===== src/rtl/fault_sup_pkg.sv =====
package fault_sup_pkg;
   typedef enum logic {
      SUP_RUN    = 1'b0,
      SUP_HICCUP = 1'b1
   } sup_state_e;
endpackage


===== src/rtl/fs_evt_counter.sv =====
module fs_evt_counter #(
   parameter int TRIP = 512
) (
   input  logic clk,
   input  logic rst_n,
   input  logic en,
   input  logic evt,
   input  logic clr,
   output logic trip
);
   localparam int W = $clog2(TRIP + 2);
   localparam logic [W-1:0] TOP = W'(TRIP + 1);

   if (TRIP < 1) begin : g_bad_trip
      $error("fs_evt_counter: TRIP must be at least 1");
   end

   logic [W-1:0] cnt;

   always_ff @(posedge clk or negedge rst_n) begin
      if (!rst_n) begin
         cnt <= '0;
      end else if (clr) begin
         cnt <= '0;
      end else if (en) begin
         if (evt) begin
            if (cnt != TOP) cnt <= cnt + W'(1);
         end else if (cnt != '0) begin
            cnt <= cnt - W'(1);
         end
      end
   end

   assign trip = (cnt == TOP);

   AST_CNT_CEILING: assert property (@(posedge clk) disable iff (!rst_n) cnt <= TOP);
   AST_NO_UNDERFLOW: assert property (@(posedge clk) disable iff (!rst_n)
      (en && !evt && !clr && cnt == '0) |=> cnt == '0);
   AST_STEP_UP: assert property (@(posedge clk) disable iff (!rst_n)
      (en && evt && !clr && cnt != TOP) |=> cnt == $past(cnt) + W'(1));
   AST_CLEARED: assert property (@(posedge clk) disable iff (!rst_n)
      clr |=> !trip);
endmodule


===== src/rtl/fs_hs_pulse.sv =====
module fs_hs_pulse #(
   parameter int PULSE_CLKS = 9
) (
   input  logic clk,
   input  logic rst_n,
   input  logic fire,
   output logic active
);
   localparam int W = $clog2(PULSE_CLKS + 1);
   localparam logic [W-1:0] LEN = W'(PULSE_CLKS);

   if (PULSE_CLKS < 1) begin : g_bad_len
      $error("fs_hs_pulse: PULSE_CLKS must be at least 1");
   end

   logic [W-1:0] left;

   always_ff @(posedge clk or negedge rst_n) begin
      if (!rst_n)          left <= '0;
      else if (fire)       left <= LEN;
      else if (left != '0) left <= left - W'(1);
   end

   assign active = (left != '0);

   AST_PULSE_START: assert property (@(posedge clk) disable iff (!rst_n) fire |=> active);
endmodule


===== src/rtl/fs_ov_filter.sv =====
module fs_ov_filter #(
   parameter int DGL_CLKS = 100
) (
   input  logic clk,
   input  logic rst_n,
   input  logic ov_raw,
   input  logic armed,
   output logic ov_trip
);
   logic live;
   assign live = ov_raw & armed;

   if (DGL_CLKS == 0) begin : g_direct
      assign ov_trip = live;
   end else begin : g_filtered
      localparam int W = $clog2(DGL_CLKS + 1);
      localparam logic [W-1:0] LIM = W'(DGL_CLKS);
      logic [W-1:0] run_len;

      always_ff @(posedge clk or negedge rst_n) begin
         if (!rst_n)            run_len <= '0;
         else if (!live)        run_len <= '0;
         else if (run_len != LIM) run_len <= run_len + W'(1);
      end

      assign ov_trip = live & (run_len == LIM);

      AST_BREAK_RESETS: assert property (@(posedge clk) disable iff (!rst_n)
         !live |=> !ov_trip);
   end
endmodule


===== src/rtl/hiccup_fault_ctrl.sv =====
module hiccup_fault_ctrl
   import fault_sup_pkg::*;
#(
   parameter int POS_TRIP    = 512,
   parameter int NEG_TRIP    = 1024,
   parameter int PULSE_CLKS  = 9,
   parameter int OV_DGL_CLKS = 100,
   parameter int HICCUP_CLKS = 1_000_000
) (
   input  logic clk,
   input  logic rst_n,
   input  logic cyc_stb,
   input  logic pk_oc,
   input  logic vl_oc,
   input  logic out_ov,
   input  logic in_uv,
   input  logic in_ov,
   input  logic ot_hot,
   input  logic ss_done,
   output logic sw_stop,
   output logic pg_pull_low,
   output logic hs_force,
   output logic restart_ok
);
   localparam int TW = $clog2(HICCUP_CLKS + 1);
   localparam logic [TW-1:0] HIC_END = TW'(HICCUP_CLKS);

   if (HICCUP_CLKS < 1) begin : g_bad_hiccup
      $error("hiccup_fault_ctrl: HICCUP_CLKS must be at least 1");
   end
   if (OV_DGL_CLKS < 0) begin : g_bad_dgl
      $error("hiccup_fault_ctrl: OV_DGL_CLKS must not be negative");
   end

   sup_state_e      state;
   logic [TW-1:0]   hic_tmr;
   logic            running, cnt_en, counters_clr;
   logic            pos_trip, neg_trip, ov_trip, pulse_on;
   logic            any_fault, levels_clear, hic_done;

   assign running      = (state == SUP_RUN);
   assign cnt_en       = running & cyc_stb;
   assign counters_clr = restart_ok;

   fs_evt_counter #(.TRIP(POS_TRIP)) i_pos_cnt (
      .clk(clk), .rst_n(rst_n), .en(cnt_en), .evt(pk_oc),
      .clr(counters_clr), .trip(pos_trip));

   fs_evt_counter #(.TRIP(NEG_TRIP)) i_neg_cnt (
      .clk(clk), .rst_n(rst_n), .en(cnt_en), .evt(vl_oc),
      .clr(counters_clr), .trip(neg_trip));

   fs_hs_pulse #(.PULSE_CLKS(PULSE_CLKS)) i_hs_pulse (
      .clk(clk), .rst_n(rst_n), .fire(cnt_en & vl_oc), .active(pulse_on));

   fs_ov_filter #(.DGL_CLKS(OV_DGL_CLKS)) i_ov_filt (
      .clk(clk), .rst_n(rst_n), .ov_raw(out_ov), .armed(ss_done), .ov_trip(ov_trip));

   assign any_fault    = pos_trip | neg_trip | ov_trip | in_uv | in_ov | ot_hot;
   assign levels_clear = ~(in_uv | in_ov | ot_hot | out_ov);
   assign hic_done     = (hic_tmr == HIC_END);

   always_ff @(posedge clk or negedge rst_n) begin
      if (!rst_n) begin
         state   <= SUP_RUN;
         hic_tmr <= '0;
      end else begin
         case (state)
            SUP_RUN: begin
               hic_tmr <= '0;
               if (any_fault) state <= SUP_HICCUP;
            end
            default: begin
               if (!hic_done) hic_tmr <= hic_tmr + TW'(1);
               if (hic_done && levels_clear) state <= SUP_RUN;
            end
         endcase
      end
   end

   assign sw_stop     = ~running;
   assign pg_pull_low = ~running | ~ss_done;
   assign hs_force    = running & pulse_on;
   assign restart_ok  = ~running & hic_done & levels_clear;

   AST_FAULT_STOPS: assert property (@(posedge clk) disable iff (!rst_n)
      (running && (in_uv || in_ov || ot_hot)) |=> sw_stop);
   AST_STOP_PG: assert property (@(posedge clk) disable iff (!rst_n)
      sw_stop |-> pg_pull_low);
   AST_NO_FORCE_STOPPED: assert property (@(posedge clk) disable iff (!rst_n)
      sw_stop |-> !hs_force);
   AST_OV_GATED: assert property (@(posedge clk) disable iff (!rst_n)
      !ss_done |-> !ov_trip);
   AST_RESTART_RESUMES: assert property (@(posedge clk) disable iff (!rst_n)
      restart_ok |=> !sw_stop);
   AST_RESTART_ONE_SHOT: assert property (@(posedge clk) disable iff (!rst_n)
      restart_ok |=> !restart_ok);
   AST_LOCKOUT_HOLDS: assert property (@(posedge clk) disable iff (!rst_n)
      (sw_stop && in_uv) |=> sw_stop);
endmodule


===== config.mk =====
export PLATFORM = sky130hd
export DESIGN_NAME = hiccup_fault_ctrl
export DESIGN_NICKNAME = d
export VERILOG_FILES = /design/src/rtl/fault_sup_pkg.sv /design/src/rtl/fs_evt_counter.sv /design/src/rtl/fs_hs_pulse.sv /design/src/rtl/fs_ov_filter.sv /design/src/rtl/hiccup_fault_ctrl.sv
export SDC_FILE = /design/constraint.sdc
export NUM_CORES = 1
export LEC_CHECK = 0
export ABC_AREA = 1
export BUFFER_PORTS_ARGS = -buffer_cell sky130_fd_sc_hd__buf_2
export CAP_MARGIN = 10
export CORE_MARGIN = 2
export CORE_UTILIZATION = 50
export CTS_BUF_LIST = sky130_fd_sc_hd__clkbuf_4 sky130_fd_sc_hd__clkbuf_8
export DETAILED_ROUTE_END_ITERATION = 7
export PLACE_DENSITY_LB_ADDON = 0.25
export SLEW_MARGIN = 20
export SYNTH_ARGS = -nofsm -noshare
export SYNTH_HDL_FRONTEND = slang
export SYNTH_SLANG_ARGS = --single-unit

===== constraint.sdc =====
create_clock -name clk -period 2.5 [get_ports clk]
set_input_delay 0.25 -clock clk [delete_from_list [all_inputs] [get_ports clk]]
set_output_delay 0.25 -clock clk [all_outputs]
set_load 0.01 [all_outputs]

==> results of run 1 <==
==> cells in the final DEF, fill, tap and decap left out, types with 6 or more instances in the layout <==
master,Yosys,final
nand2_1,162,162
nor2_1,70,70
inv_1,60,60
nand3_1,56,56
dfrtp_1,53,53
a21oi_1,22,22
ha_1,22,22
o21ai_0,15,15
nand3_2,13,13
buf_2,0,13
nand4_1,8,8
nor3_1,7,7
xor2_1,7,7
nor2_2,6,6
==> critical path, stage by stage, from the launching register on <==
cell     delay [ns]
dfrtp_1        0.46
inv_2          0.12
ha_1           0.15
nand3_1        0.14
inv_1          0.09
nand3_1        0.09
nor4_1         0.20
buf_2          0.18
==> layer usage <==
metal	wire, um	vias up
li1	-	1772
met1	4090	1574
met2	3650	38
met3	244	6
met4	63	0
met5	0	-
==> cell type report <==
type / count / area share
Tap cell: 99 / 0.0300
Clock inverter: 2 / 0.00940
Clock buffer: 6 / 0.0185
Multi-Input combinational cell: 419 / 0.537
Inverter: 66 / 0.0601
Timing Repair Buffer: 17 / 0.0237
Sequential cell: 53 / 0.322
==> where the power goes <==
| part | switching [mW] | internal (mW) | leakage [nW] |
|---|---|---|---|
| registers | 0.0193 | 0.874 | 0.699 |
| logic | 0.161 | 0.0965 | 1.40 |
| clock network | 0.296 | 0.312 | 0.0588 |
==> registers in the layout (all words and copies together) (netlist names) <==
register,cells
hic_tmr,20
i_hs_pulse.left,4
i_neg_cnt.cnt,11
i_ov_filt.g_filtered.run_len,7
i_pos_cnt.cnt,10
sw_stop,1
==> kinds of logic (layout without fill, tap and decap cells) <==
group | count (synthesis) | after routing | share of synthesized area
flops | 53 | 53 | 0.345
buf+inv | 71 | 91 | 0.0800
fa+ha+maj | 24 | 24 | 0.0819
compound gates | 39 | 39 | 0.0520
xor+xnor | 11 | 11 | 0.0250
simple gates | 345 | 345 | 0.416
==> worst paths after layout <==
path | depth (start not counted) | endpoint | startpoint | slack, ns
worst max-delay path | 7 | restart_ok | hic_tmr[0] | 0.50
worst min-delay path | 3 | i_ov_filt.g_filtered.run_len[4] | ss_done | 0.28
worst max register to register | 7 | i_neg_cnt.cnt[9] | hic_tmr[0] | 0.66
worst min register to register | 2 | i_hs_pulse.left[0] | i_hs_pulse.left[0] | 0.50
max in group asynchronous | 3 | i_pos_cnt.cnt[2] | rst_n | 1.46
min in group asynchronous | 2 | i_ov_filt.g_filtered.run_len[3] | rst_n | 0.41
==> metrics by stage <==
step | hold slack (ns) | utilization | instances
floorplan | -0.0456 | - | 543
global placement | 0.226 | 0.543 | 653
global route | 0.313 | 0.560 | 662
CTS | 0.278 | 0.560 | 662
detailed placement | 0.228 | 0.543 | 653
finish | 0.284 | 0.560 | 662
==> results.cfg, run 1 <==
[synth]
synthDistinctLibCells = 34
syn_nets = 577
async_reset_ff_frac = 1.00
synthCells = 543
yosysSeqAreaShare = 0.345
synth_most_common_cell = nand2_1
synth.area.top_cells = dfrtp_1, nand2_1, nand3_1
synth_edf_count = 0
avgSynthCellArea_um2 = 7.09
yosysTopAreaCell = dfrtp_1
synth_area_mm2 = 0.00385
synth_top_area_frac = 0.345
ys_warn_count = 0
synth_commonest_cells = nand2_1, nor2_1, inv_1
synth_ff_type = dfrtp_1
ys_seq_elements = 53

[worst_setup_path]
critical_path_class = reg2out
cp_max_fo = 6
required_ns = 2.25
cp-start-kind = flip-flop
crit_path_end_kind = output pin
crit_arrival_ns = 1.75

[timing]
fmax_ghz = 0.499
period_share = 0.801
setup_violations = 0
fin_ws_ns = 0.496
fin_skew_ns = 0.0177
hold_viol_final = 0
worst_pin_slew_ns = 0.472
tns_ns = 0
period_needed_ns = 2.00
rsz0062_at_grt = no
slew_headroom = 0.686
drv_slew = 0

[placed_design]
pre_cts_ws_ns = 0.575
io_buffers = 13
dp_hpwl_um = 6230
place_area_mm2 = 0.00400
gp_congestion = 0.887

[global_route]
antenna_found_initial = 0
grt.total_usage = 0.205
grt_pass1_wl_um = 14300
top_usage_layer = met2
grt_util_met3 = 0.0362
overflow = 0
grt_pass1_vias = 3198
grt_max_degree = 23
grtUsageMet2 = 0.336
grtUsageMet1 = 0.289

[final_layout]
regArea_mm2 = 0.00133
nets = 596
final_cell_area_mm2 = 0.00413
multiInputGateArea_mm2 = 0.00221
drive_above_1_share = 0.110
n_fill_cell = 705
area_growth_pct = 7.18
antenna_cells = 0

[clock_network]
cts_buffers = 5
clkLatencyLatePin_ns = 0.32
cts_tree = yes
cts_resized = 0
cts_num_sinks = 53
cts-root-buf = clkbuf_8
h-tree-depth = 2
post_cts_buffers = 0
path_clk_slew_ns = 0.11
clock_path_buffers = 2
cts_hold_buf = 1

[floorplan]
core_mm2 = 0.00737
die_width_um = 91.7
die_h_um = 91.7
ios = 14
num_rows = 31
dieArea_mm2 = 0.00842
initial_core_util = 0.522

[detailed_routing]
routed_wl_um = 8050
detail_route.vias_per_cell = 5.12
wl_per_cell_um = 12.2
postRouteAntennaNets = 0
drtIter0Drc = 127
drt_pass1_iterations = 4
num_vias = 3390
drc = 0

[pwr]
p_per_area_mw_per_mm2 = 426
power_leakage_nw = 2.15
peakVddDrop_mv = 0.241
finalPower_mw = 1.76

[run_status]
status = completed

[run]
maxCapViolations = 0

[worst_hold_path]
hp-class = in2reg
Note: power is estimated with default switching activity, not from simulation.
==> run 2, diff against run 1 <==
clock period = 1.9 ns   (was 2.5 ns; I/O delays follow)
==> run 2 against run 1 <==
Effect of this change: worst setup slack lost 0.43 ns; wire length increased by 0.55%; non-clock buffer count up 7; sequential cell count is the same; final area increased by 1.2%; global-route usage increased by 0.21 points; utilization increased by 0.65 points; count of clock-buffer cells in the layout decreased by 1; largest cell class unchanged.
==> results.cfg, run 2 (same netlist as run 1, synthesis figures left out) <==
[pwr]
power_leakage_nw = 2.18
switchingPower_mw = 0.614
p_clk_frac = 0.293
power_frac_comb = 0.161
peakVddDrop_mv = 0.258
power.internal_mw = 1.54
p_per_area_mw_per_mm2 = 516
sw_frac_of_total = 0.285
pwr-share-seq = 0.546

[worst_hold_path]
hp-class = in2reg

[detailed_routing]
num_vias = 3418
postRouteAntennaNets = 0
wl_per_cell_um = 12.1
drc = 0
drtIter0Drc = 133
detail_route.vias_per_cell = 5.11
drt_pass1_iterations = 4
routed_wl_um = 8090

[clock_network]
cts_num_sinks = 53
clkLatencyLatePin_ns = 0.31
cts-root-buf = clkbuf_8
cts_buffers = 5
cts_tree = yes
h-tree-depth = 2
path_clk_slew_ns = 0.09
clock_path_buffers = 2

[timing]
slew_headroom = 0.655
whs_ns = 0.242
hold_viol_final = 0
period_needed_ns = 1.83
setup_violations = 0
drv_slew = 0
worst_pin_slew_ns = 0.517
fmax_ghz = 0.546
period_share = 0.964
fin_skew_ns = 0.0113

[worst_setup_path]
cp_max_fo = 9
critPathLaunch = sw_stop
crit_path_end_kind = output pin
required_ns = 1.71
crit_arrival_ns = 1.64
r2r_start = i_pos_cnt.cnt[4]
worst-r2r-setup-slack_ns = 0.25
crit_path_end = restart_ok
cp-start-kind = flip-flop
r2r_end = i_pos_cnt.cnt[5]
r2r_cells = 6
critical_path_class = reg2out

[floorplan]
die_h_um = 91.7
die_width_um = 91.7
initial_core_util = 0.522
num_rows = 31
dieArea_mm2 = 0.00842
core_mm2 = 0.00737
ios = 14

[placed_design]
gp_congestion = 0.911
io_buffers = 13
dp_hpwl_um = 6220

[final_layout]
final_common_cell = nand2_1
antenna_cells = 0
area_growth_pct = 8.42
nets = 603
drive_above_1_share = 0.125
final_core_util = 0.566
mostFrequentLayoutCells = nand2_1, nor2_1, inv_1
top_register = hic_tmr
top_regs = hic_tmr (20), i_neg_cnt.cnt (11), i_pos_cnt.cnt (10)
largest_reg_flops = 20
n_fill_cell = 758

[global_route]
overflow = 0
grt_max_degree = 36
grt.total_usage = 0.207
antenna_found_initial = 0
grt_pass1_wl_um = 14400
grt_pass1_vias = 3214

[run]
maxCapViolations = 0

[run_status]
status = completed
-- run 2: per-layer routing --
metal  vias to the layer above  track usage  wire length [um]
met1                      1582        0.288              3990
met5                         -            0                 0
met2                        37        0.338              3790
met4                         0       0.0560                88
li1                       1793            -                 -
met3                         6       0.0337               226
-- run 2: critical path, cell delays in order (launching register included) --
cell and delay (ns):
dfrtp_1 0.56, buf_4 0.23, clkinv_1 0.11, nor4_2 0.28, buf_2 0.17
-- run 2: what timing repair did --
item	CTS	global route
setup buffers	0	1
endpoints found under the hold margin	18	0
setup endpoints to repair	0	1
gates resized for setup	0	2
hold buffers	1	0
-- run 2: worst min-delay path by stage --
stage,from,end,cells after the start,slack [ns]
5_1_grt,ss_done,i_ov_filt.g_filtered.run_len[6],3,0.24
3_3_place_gp,rst_n,i_ov_filt.g_filtered.run_len[5],1,0.19
6_report,ss_done,i_ov_filt.g_filtered.run_len[6],3,0.24
3_5_place_dp,rst_n,i_ov_filt.g_filtered.run_len[6],1,0.19
4_1_cts,ss_done,i_ov_filt.g_filtered.run_len[6],3,0.23
2_1_floorplan,rst_n,hic_tmr[0],0,-0.11
-- run 2: area by class of cell --
class | count | area (um2) | share of cell area
multi-input cells | 419 | 2230 | 0.533
clock inverters | 3 | 17.5 | 0.00420
repair buffers | 24 | 163 | 0.0390
flip-flops and latches | 53 | 1330 | 0.318
clock buffers | 5 | 68.8 | 0.0165
well taps | 99 | 124 | 0.0297
inverters | 66 | 248 | 0.0594
-- run 2: stage by stage --
| step | cells | power, mW | setup TNS (ns) | cell area, um2 | setup WS [ns] |
|---|---|---|---|---|---|
| 6_report | 669 | 2.15 | 0 | 4170 | 0.0687 |
| 5_1_grt | 669 | 2.30 | -0.0647 | 4170 | -0.0647 |
| 4_1_cts | 668 | 2.20 | 0 | 4150 | 0.0415 |
| 3_5_place_dp | 659 | 1.54 | 0 | 4060 | 0.0934 |
| 3_3_place_gp | 659 | 1.53 | 0 | 4060 | 0.153 |
| 2_1_floorplan | 543 | 1.44 | 0 | 3850 | 0.357 |
-- run 2: power by group through the flow --
| stage | Sequential [mW] | Clock (mW) | Combinational, mW |
|---|---|---|---|
| 2_1_floorplan | 1.19 | 0 | 0.249 |
| 3_3_place_gp | 1.20 | 0 | 0.335 |
| 3_5_place_dp | 1.20 | 0 | 0.345 |
| 4_1_cts | 1.18 | 0.674 | 0.348 |
| 5_1_grt | 1.18 | 0.713 | 0.404 |
| 6_report | 1.18 | 0.630 | 0.347 |
